### config.mk
export PLATFORM = sky130hd
export DESIGN_NAME = serbus_byte_monitor
export DESIGN_NICKNAME = d
export VERILOG_FILES = /design/src/rtl/serbus_mon_pkg.sv /design/src/rtl/serbus_line_sync.sv /design/src/rtl/serbus_rx_fsm.sv /design/src/rtl/serbus_byte_monitor.sv
export SDC_FILE = /design/constraint.sdc
export NUM_CORES = 1
export LEC_CHECK = 0
export ABC_AREA = 0
export BUFFER_PORTS_ARGS = -buffer_cell sky130_fd_sc_hd__buf_4
export CAP_MARGIN = 40
export CORE_MARGIN = 4
export CORE_UTILIZATION = 45
export CTS_CLUSTER_DIAMETER = 40
export CTS_CLUSTER_SIZE = 20
export DETAILED_ROUTE_END_ITERATION = 7
export PLACE_DENSITY_LB_ADDON = 0.08
export SLEW_MARGIN = 5
export SYNTH_ARGS = -nofsm -noshare
export SYNTH_HDL_FRONTEND = slang
export SYNTH_HIERARCHICAL = 1
export SYNTH_SLANG_ARGS = --single-unit
export TNS_END_PERCENT = 5
### constraint.sdc
create_clock -name clk -period 1.75 [get_ports clk]
set_clock_uncertainty 0.15 [all_clocks]
set_input_delay 0.0875 -clock clk [delete_from_list [all_inputs] [get_ports clk]]
set_output_delay 0.0875 -clock clk [all_outputs]
set_load 0.05 [all_outputs]
### src/rtl/serbus_mon_pkg.sv
package serbus_mon_pkg;
    typedef enum logic [1:0] {
        ST_IDLE    = 2'd0,
        ST_READY   = 2'd1,
        ST_EOIWAIT = 2'd2,
        ST_BITS    = 2'd3
    } rx_state_t;

    localparam int LINES = 3;
    localparam int IDX_DATA = 0;
    localparam int IDX_CLK  = 1;
    localparam int IDX_ATN  = 2;
endpackage

### src/rtl/serbus_line_sync.sv
module serbus_line_sync #(
    parameter int WIDTH  = 3,
    parameter int STAGES = 2
) (
    input  logic             clk,
    input  logic             rst_n,
    input  logic [WIDTH-1:0] async_i,
    output logic [WIDTH-1:0] sync_o
);
    logic [WIDTH-1:0] chain [STAGES];

    for (genvar s = 0; s < STAGES; s++) begin : g_stage
        always_ff @(posedge clk or negedge rst_n) begin
            if (!rst_n) begin
                chain[s] <= '1;
            end else if (s == 0) begin
                chain[s] <= async_i;
            end else begin
                chain[s] <= chain[(s == 0) ? 0 : s-1];
            end
        end
    end

    assign sync_o = chain[STAGES-1];
endmodule

### src/rtl/serbus_rx_fsm.sv
module serbus_rx_fsm
    import serbus_mon_pkg::*;
#(
    parameter int BYTE_BITS = 8
) (
    input  logic                 clk,
    input  logic                 rst_n,
    input  logic                 data_s,
    input  logic                 clk_s,
    input  logic                 atn_s,
    output logic [BYTE_BITS-1:0] byte_o,
    output logic                 cmd_o,
    output logic                 eoi_o,
    output logic                 valid_o
);
    localparam int CNT_W = (BYTE_BITS > 1) ? $clog2(BYTE_BITS) : 1;
    localparam logic [CNT_W-1:0] LAST_BIT = CNT_W'(BYTE_BITS - 1);

    rx_state_t            st_q, st_d;
    logic                 clk_prev, atn_prev;
    logic [BYTE_BITS-1:0] shift_q;
    logic [CNT_W-1:0]     cnt_q;
    logic                 cmd_w, eoi_w;

    logic clk_rise, clk_fall, atn_fall;
    assign clk_rise = clk_s & ~clk_prev;
    assign clk_fall = ~clk_s & clk_prev;
    assign atn_fall = ~atn_s & atn_prev;

    // previous-sample registers, reset to released bus level
    always_ff @(posedge clk or negedge rst_n) begin
        if (!rst_n) begin
            clk_prev <= 1'b1;
            atn_prev <= 1'b1;
        end else begin
            clk_prev <= clk_s;
            atn_prev <= atn_s;
        end
    end

    // next state
    always_comb begin
        st_d = st_q;
        if (atn_fall) begin
            st_d = ST_IDLE;
        end else begin
            unique case (st_q)
                ST_IDLE:    if (!data_s && clk_s) st_d = ST_READY;
                ST_READY: begin
                    if (data_s && clk_s)  st_d = ST_EOIWAIT;
                    else if (!clk_s)      st_d = ST_IDLE;
                end
                ST_EOIWAIT: if (!clk_s) st_d = ST_BITS;
                ST_BITS:    if (clk_fall && cnt_q == LAST_BIT) st_d = ST_IDLE;
            endcase
        end
    end

    // state register
    always_ff @(posedge clk or negedge rst_n) begin
        if (!rst_n) st_q <= ST_IDLE;
        else        st_q <= st_d;
    end

    // datapath and outputs
    always_ff @(posedge clk or negedge rst_n) begin
        if (!rst_n) begin
            shift_q <= '0;
            cnt_q   <= '0;
            cmd_w   <= 1'b0;
            eoi_w   <= 1'b0;
            byte_o  <= '0;
            cmd_o   <= 1'b0;
            eoi_o   <= 1'b0;
            valid_o <= 1'b0;
        end else begin
            valid_o <= 1'b0;
            if (!atn_fall) begin
                unique case (st_q)
                    ST_IDLE: ;
                    ST_READY: begin
                        if (data_s && clk_s) begin
                            shift_q <= '0;
                            cnt_q   <= '0;
                            eoi_w   <= 1'b0;
                            cmd_w   <= ~atn_s;
                        end
                    end
                    ST_EOIWAIT: begin
                        if (!data_s && clk_s) eoi_w <= 1'b1;
                    end
                    ST_BITS: begin
                        if (clk_rise) shift_q[cnt_q] <= data_s;
                        if (clk_fall) begin
                            cnt_q <= cnt_q + 1'b1;
                            if (cnt_q == LAST_BIT) begin
                                byte_o  <= shift_q;
                                cmd_o   <= cmd_w;
                                eoi_o   <= eoi_w;
                                valid_o <= 1'b1;
                            end
                        end
                    end
                endcase
            end
        end
    end

    a_r10_atn_abort: assert property (@(posedge clk) disable iff (!rst_n)
        atn_fall |=> (st_q == ST_IDLE && !valid_o));
    a_r2_announce: assert property (@(posedge clk) disable iff (!rst_n)
        (st_q == ST_IDLE && !atn_fall && !data_s && clk_s) |=> st_q == ST_READY);
    a_r4_ready_abort: assert property (@(posedge clk) disable iff (!rst_n)
        (st_q == ST_READY && !atn_fall && !clk_s) |=> (st_q == ST_IDLE && !valid_o));
    a_r6_clk_low: assert property (@(posedge clk) disable iff (!rst_n)
        (st_q == ST_EOIWAIT && !atn_fall && !clk_s) |=> st_q == ST_BITS);
    a_r8_one_cycle: assert property (@(posedge clk) disable iff (!rst_n)
        valid_o |=> !valid_o);
    a_r8_back_idle: assert property (@(posedge clk) disable iff (!rst_n)
        valid_o |-> st_q == ST_IDLE);
    a_r9_hold: assert property (@(posedge clk) disable iff (!rst_n)
        !valid_o |=> (valid_o || ($stable(byte_o) && $stable(cmd_o) && $stable(eoi_o))));
endmodule

### src/rtl/serbus_byte_monitor.sv
module serbus_byte_monitor
    import serbus_mon_pkg::*;
#(
    parameter int SYNC_STAGES = 2,
    parameter int BYTE_BITS   = 8
) (
    input  logic                 clk,
    input  logic                 rst_n,
    input  logic                 bus_data_i,
    input  logic                 bus_clk_i,
    input  logic                 bus_atn_i,
    output logic [BYTE_BITS-1:0] byte_o,
    output logic                 cmd_o,
    output logic                 eoi_o,
    output logic                 valid_o
);
    logic [LINES-1:0] raw, synced;

    always_comb begin
        raw = '1;
        raw[IDX_DATA] = bus_data_i;
        raw[IDX_CLK]  = bus_clk_i;
        raw[IDX_ATN]  = bus_atn_i;
    end

    serbus_line_sync #(.WIDTH(LINES), .STAGES(SYNC_STAGES)) u_sync (
        .clk     (clk),
        .rst_n   (rst_n),
        .async_i (raw),
        .sync_o  (synced)
    );

    serbus_rx_fsm #(.BYTE_BITS(BYTE_BITS)) u_fsm (
        .clk     (clk),
        .rst_n   (rst_n),
        .data_s  (synced[IDX_DATA]),
        .clk_s   (synced[IDX_CLK]),
        .atn_s   (synced[IDX_ATN]),
        .byte_o  (byte_o),
        .cmd_o   (cmd_o),
        .eoi_o   (eoi_o),
        .valid_o (valid_o)
    );
endmodule

==> summary.md, run 1 <==
| Metric | Value |
|---|---|
| R2r setup slk | `0.07 ns` |
| Top Ports | `16` |
| DRT Pass-1 Iters | `4` |
| Fill cells | `284` |
| Vias/cell | `5.17` |
| Share of layout cells above drive strength 1 | `0.352` |
| Initial detailed-routing violation count | `46` |
| Drt drc | `0` |
| ANT nets after route | `0` |
| Final Wtd Congestion | `0.723` |
| Initial core utilization | `0.489` |
| CP Class | `reg -> reg` |
| Synth unique cells | `33` |
| DIE AREA | `4430 um^2` |
| # placed instances | `191` |
| Place WS | `0.0757 ns` |
| # rows | `20` |
| CP Max Fanout | `6` |
| Setup crit start kind | `flip-flop` |
| Root Buffer | `clkbuf_4` |
| # port buffers | `15` |
| WP data required | `1.83 ns` |
| Worst-Skew Late Latency | `0.33 ns` |
| Worst Tran Pin Value | `0.411 ns` |
| Die H | `66.5 um` |
| CP max stage delay | `0.58 ns` |
| Core Region | `3150 um^2` |
| Post-DP Area | `1720 um^2` |
| Routed len/inst | `13.1 um` |
| Area delta synth->final | `17.3%` |
| Fin. Hold Viols | `0` |
| Synth Flop Type | `dfrtp_1` |
| Antenna fix cells | `0` |
| Met3 usage | `0.0405` |
| Clock slew at reported path FFs | `0.09 ns` |
| Vias post-DR | `1,050` |
| Ys Warns | `6` |
| Pin count of the biggest net entering global routing | `35` |
| Hold Path Class | `in -> async` |
| Total GRT Usage | `0.143` |
| Status | `complete, no violations` |
| Bufs on Longest Clock Path | `2` |
| Hold slack | `0.0938 ns` |
| Setup TNS | `0 ns` |
| Cell count after synthesis | `133` |
| Kind of cell adding the most delay to the critical path | `simple AND/OR/NAND/NOR gates` |
| TritonCTS clock tree | `done` |
| Post-Layout Cell Count | `203` |
| Max Slew Vio Count | `0` |
| Critical-path cell list | `nor2b_4 -> or4_1 -> o31ai_1` |
| Min cycle time layout | `1.68 ns` |
| RSZ-0062 raised after global routing | `no` |
| Critical path data arrival time | `1.77 ns` |
| Sequential element share of the synthesized area | `0.558` |
| DP HPWL | `1.86 mm` |
| Pwr/cell area | `845 nW/um^2` |
| Max Freq | `0.593 GHz` |
| Die width | `66.5 um` |
| Seq cells post-synth | `34` |
| Max-slew headroom | `0.726` |
| Worst R2R End | `u_fsm/shift_q[6]` |
| Met1 usage | `0.164` |
| Syn_nets | `140` |
| # clock sinks | `34` |
| H-Tree Level Count | `2` |
| Post-synth EDFFs | `0` |
| Pleak | `0.000846 uW` |
| Worst path slowest cell | `dfstp_2` |
| Initial antenna violation count | `0` |
| Mean Syn Cell Area | `11.6 um^2` |
| Max cap viols | `0` |
| WL final | `2.67 mm` |
| Commonest cells after routing, fill and taps aside | `buf_4, dfrtp_1, o21ai_0, nand2_1, mux2_4` |
| Final worst path period share | `0.963` |
| Busiest grt layer | `met2` |
| Total CTS buffers | `5` |
| Final #Nets | `166` |
| Grt total ovfl | `0` |
| Reg-to-reg startpoint | `u_sync/sync_o[2]` |
| Finished Cell Area | `1810 um^2` |
| Setup ws final | `0.0651 ns` |
| Worst Reg2Reg Path Length in Cells | `3` |
| Worst IR Drop VDD | `521 uV` |
| Syn Std Cell Area | `1540 um^2` |
| Vias in the first global route | `1,026` |
| Worst setup EP type | `flip-flop` |
| First-pass GRT wire length | `4.57 mm` |
| Grt met2 use | `0.232` |
| Buffers and inverters on the worst path | `0` |
| Final setup viols | `0` |
| Asr flop ratio synth | `1.00` |
[through the flow]
stage	total power [uW]	util
after floorplan	1070	-
after global placement	1140	0.544
after detailed placement	1150	0.544
after CTS	1540	0.571
after global routing	1630	0.573
final	1530	0.573
[cell families after synthesis]
kind of cell	share of synthesized area
buffers and inverters	0.0511
flip-flops	0.558
multiplexers	0.116
AO/OA/AOI/OAI	0.114
adder cells (fa/ha/maj)	0.0162
AND/OR/NAND/NOR	0.144
[where the power goes]
part	leakage, uW	switching [uW]	total [uW]	internal [uW]
logic	0.000384	139	250	110
registers	0.000436	44.2	890	846
clock network	0.0000254	237	388	151
[cell usage after synthesis, types with 2 or more instances]
master	number	area share
dfrtp_1	26	0.42
o21ai_0	14	0.045
nand2_1	12	0.029
mux2_4	9	0.088
dfstp_2	8	0.14
a21oi_1	7	0.023
nand3_1	5	0.016
nor2_1	5	0.012
a31oi_1	4	0.016
buf_4	4	0.019
o21ai_1	4	0.013
buf_2	3	0.0097
clkbuf_1	3	0.0073
inv_1	3	0.0073
mux2_2	3	0.022
nand2b_1	3	0.012
nor2b_1	3	0.012
ha_1	2	0.016
[worst max-delay path by stage]
stage | from | to | slack [ns] | cells past startpoint
floorplan | u_sync/sync_o[1] | u_fsm/shift_q[6] | 0.007 | 5
global placement | u_sync/sync_o[1] | u_fsm/shift_q[6] | 0.09 | 3
detailed placement | u_sync/sync_o[1] | u_fsm/shift_q[6] | 0.08 | 3
CTS | u_sync/sync_o[1] | u_fsm/shift_q[6] | 0.05 | 3
global route | u_fsm/cnt_q[0] | u_fsm/byte_o[1] | 0.003 | 6
finish | u_sync/sync_o[2] | u_fsm/shift_q[6] | 0.07 | 3
[worst register-to-register path, cell delays in order (launching register included)]
cell     delay [ns]
dfstp_2        0.58
nor2b_4        0.07
or4_1          0.54
o31ai_1        0.25
[metal layers]
metal | up-vias | wire, um
met5 | - | 0
met4 | 0 | 73
met3 | 7 | 91
met2 | 17 | 1300
met1 | 515 | 1200
li1 | 511 | -
[flip-flops by register name, indices dropped and copies added (netlist names)]
| name | flops |
|---|---|
| u_fsm/atn_prev | 1 |
| u_fsm/byte_o | 8 |
| u_fsm/clk_prev | 1 |
| u_fsm/shift_q | 8 |
| u_fsm/cmd_w | 1 |
| u_fsm/cmd_o | 1 |
| u_fsm/valid_o | 1 |
| u_fsm/st_q | 2 |
| u_fsm/eoi_w | 1 |
| u_fsm/cnt_q | 3 |
| u_sync/sync_o | 3 |
| u_sync/chain | 3 |
| u_fsm/eoi_o | 1 |
[timing repair]
item | CTS | global route
buffers inserted | 0 | 1
hold buffers | 4 | 0
setup endpoints to repair | 0 | 6
hold endpoints to repair | 37 | 0
gates resized for setup | 0 | 2
[layout make-up]
type	count	area, um^2	share of cell area
Sequential cell	34	862	0.477
Timing Repair Buffer	30	233	0.129
Multi-Input combinational cell	85	602	0.333
Clock buffer	7	45.0	0.0249
Tap cell	44	55.1	0.0304
Inverter	3	11.3	0.00623
Power figures use the tool's default switching activity.
==> run 2, diff against run 1 <==
--- a/config.mk
+++ b/config.mk
@@ -14,4 +14,5 @@
 export CTS_CLUSTER_SIZE = 20
 export DETAILED_ROUTE_END_ITERATION = 7
+export MAX_ROUTING_LAYER = met4
 export PLACE_DENSITY_LB_ADDON = 0.08
 export SLEW_MARGIN = 5
--- a/constraint.sdc
+++ b/constraint.sdc
@@ -3,3 +3,3 @@
 set_input_delay 0.0875 -clock clk [delete_from_list [all_inputs] [get_ports clk]]
 set_output_delay 0.0875 -clock clk [all_outputs]
-set_load 0.05 [all_outputs]
+set_load 0.01 [all_outputs]
==> run 2 against run 1 <==
First-iteration DRC count rose by 4.3%. Sequential power barely moved. Register-to-register slack barely moved. Count of clock-buffer cells in the layout did not move. Largest cell class unchanged. Die area did not move.
==> summary.md, run 2 (synthesis results as in run 1) <==
| Metric | Value |
|---|---|
| Antenna fix cells | `0 (unchanged)` |
| WL final | `2.69 mm (+0.82%)` |
| Min cycle time layout | `1.68 ns (-0.00391 ns)` |
| ANT nets after route | `0 (unchanged)` |
| # placed instances | `191 (unchanged)` |
| Post-DP Area | `1720 um^2 (unchanged)` |
| Initial core utilization | `0.489 (unchanged)` |
| Commonest cells after routing, fill and taps aside | `buf_4, dfrtp_1, o21ai_0, nand2_1, mux2_4` |
| Vias in the first global route | `1,028 (+0.19%)` |
| Fin. Hold Viols | `0 (unchanged)` |
| Sw Share | `0.274 (-0.000770)` |
| Final setup viols | `0 (unchanged)` |
| Core Region | `3150 um^2 (unchanged)` |
| Max-slew headroom | `0.722 (-0.00428)` |
| Largest registers | `u_fsm/byte_o (8), u_fsm/shift_q (8)` |
| TritonCTS clock tree | `done` |
| Worst IR Drop VDD | `518 uV (-0.52%)` |
| # clock sinks | `34 (unchanged)` |
| Max Freq | `0.595 GHz (+0.23%)` |
| Worst-Skew Late Latency | `0.33 ns (about the same)` |
| Bufs on Longest Clock Path | `2 (unchanged)` |
| R2r setup slk | `0.07 ns (about the same)` |
| DIE AREA | `4430 um^2 (unchanged)` |
| Hold Path Class | `in -> async` |
| Clock slew at reported path FFs | `0.09 ns (about the same)` |
| First-pass GRT wire length | `4.57 mm (unchanged)` |
| Max cap viols | `0 (unchanged)` |
| Setup TNS | `0 ns (unchanged)` |
| Final #Nets | `166 (unchanged)` |
| Reg-to-reg startpoint | `u_sync/sync_o[2]` |
| Drt drc | `0 (unchanged)` |
| DP HPWL | `1.86 mm (unchanged)` |
| Status | `complete, no violations` |
| Final Wtd Congestion | `0.732 (+1.2%)` |
| M1 WL | `1.20 mm (about the same)` |
| Pwr/cell area | `844 nW/um^2 (-0.10%)` |
| Top layer in use | `met4` |
| Post-Layout Cell Count | `203 (unchanged)` |
| Die width | `66.5 um (unchanged)` |
| Sw Pwr | `419 uW (-0.38%)` |
| Max Slew Vio Count | `0 (unchanged)` |
| Pin count of the biggest net entering global routing | `35 (unchanged)` |
| # rows | `20 (unchanged)` |
| DRT Pass-1 Iters | `4 (unchanged)` |
| CP Class | `reg -> reg` |
| Top Ports | `16 (unchanged)` |
| DR WL met2 | `1.32 mm (+1.5%)` |
| Register area | `862 um^2 (unchanged)` |
| Die H | `66.5 um (unchanged)` |
| Worst setup EP type | `flip-flop` |
| RSZ-0062 raised after global routing | `no` |
| Setup crit start kind | `flip-flop` |
| Share of layout cells above drive strength 1 | `0.352 (unchanged)` |
| Area delta synth->final | `17.3% (unchanged)` |
| Vias/cell | `5.20 (+0.57%)` |
| Clock power share | `0.252 (-0.002)` |
| Final worst path period share | `0.961 (-0.00223)` |
| Fill cells | `284 (unchanged)` |
| Logic gate share of total power | `0.164 (about the same)` |
| WL met3 | `94 um (+3.3%)` |
| Vias post-DR | `1,056 (+0.57%)` |
| Hold slack | `0.0974 ns (+0.00358 ns)` |
| Multi-input combinational cell area | `602 um^2 (unchanged)` |
| Reg power frac | `0.583 (about the same)` |
| Total CTS buffers | `5 (unchanged)` |
| Pleak | `0.000846 uW (unchanged)` |
| Finished Cell Area | `1810 um^2 (unchanged)` |
| Total GRT Usage | `0.147 (+0.00378)` |
| Worst Tran Pin Value | `0.417 ns (+0.00642 ns)` |
| Critical path data arrival time | `1.77 ns (about the same)` |
| Routed len/inst | `13.2 um (+0.82%)` |
| # port buffers | `15 (unchanged)` |
| Cell-internal power | `1110 uW (about the same)` |
| CP Max Fanout | `6 (unchanged)` |
| Initial antenna violation count | `0 (unchanged)` |
| WP data required | `1.84 ns (about the same)` |
| Power Total | `1530 uW (-0.10%)` |
| Worst Reg2Reg Path Length in Cells | `3 (unchanged)` |
| H-Tree Level Count | `2 (unchanged)` |
| Grt total ovfl | `0 (unchanged)` |
| Worst R2R End | `u_fsm/shift_q[6]` |
| Initial detailed-routing violation count | `48 (+4.3%)` |
| Root Buffer | `clkbuf_4` |
[run 2: cell counts in the layout (fill, tap and decap cells not counted)]
No cell type changed its count.
[run 2: through the flow]
step,setup WS [ns],utilization
final,0.0690,0.573
after global routing,0.00303,0.573
after CTS,0.0515,0.571
after detailed placement,0.0757,0.544
after global placement,0.0867,0.544
after floorplan,0.00741,-
[run 2: final cells by class]
class / instances / share of cell area
timing repair buffer: 30 / 0.129
multi-input combinational: 85 / 0.333
inverter: 3 / 0.00623
clock buffer: 7 / 0.0249
sequential: 34 / 0.477
tap: 44 / 0.0304
[run 2: per-layer routing]
layer  vias to the layer above  track usage
met2                        17        0.232
met4                         0       0.0914
met1                       519        0.164
met3                         7       0.0405
met5                         -            -
li1                        513            -
[run 2: worst max-delay path, cell delays in order, from the launching register on]
cell and delay [ns]:
dfstp_2 0.58, nor2b_4 0.07, or4_1 0.54, o31ai_1 0.25
[run 2: how the worst max path moves through the flow]
stage | start | end
finish | u_sync/sync_o[2] | u_fsm/shift_q[6]
global route | u_fsm/cnt_q[0] | u_fsm/byte_o[1]
CTS | u_sync/sync_o[1] | u_fsm/shift_q[6]
detailed placement | u_sync/sync_o[1] | u_fsm/shift_q[6]
global placement | u_sync/sync_o[1] | u_fsm/shift_q[6]
floorplan | u_sync/sync_o[1] | u_fsm/shift_q[6]
[run 2: power groups by stage]
| stage | Combinational [uW] | Clock (uW) | Sequential [uW] |
|---|---|---|---|
| 2_1_floorplan | 182 | 0 | 884 |
| 3_3_place_gp | 234 | 0 | 902 |
| 3_5_place_dp | 241 | 0 | 905 |
| 4_1_cts | 249 | 403 | 890 |
| 5_1_grt | 284 | 445 | 899 |
| 6_report | 251 | 385 | 890 |
[run 2: timing repair]
item,in CTS,in global routing
resized for setup,0,2
setup endpoints to repair,0,6
buffers inserted,0,1
endpoints found under the hold margin,37,0
hold buffers,4,0
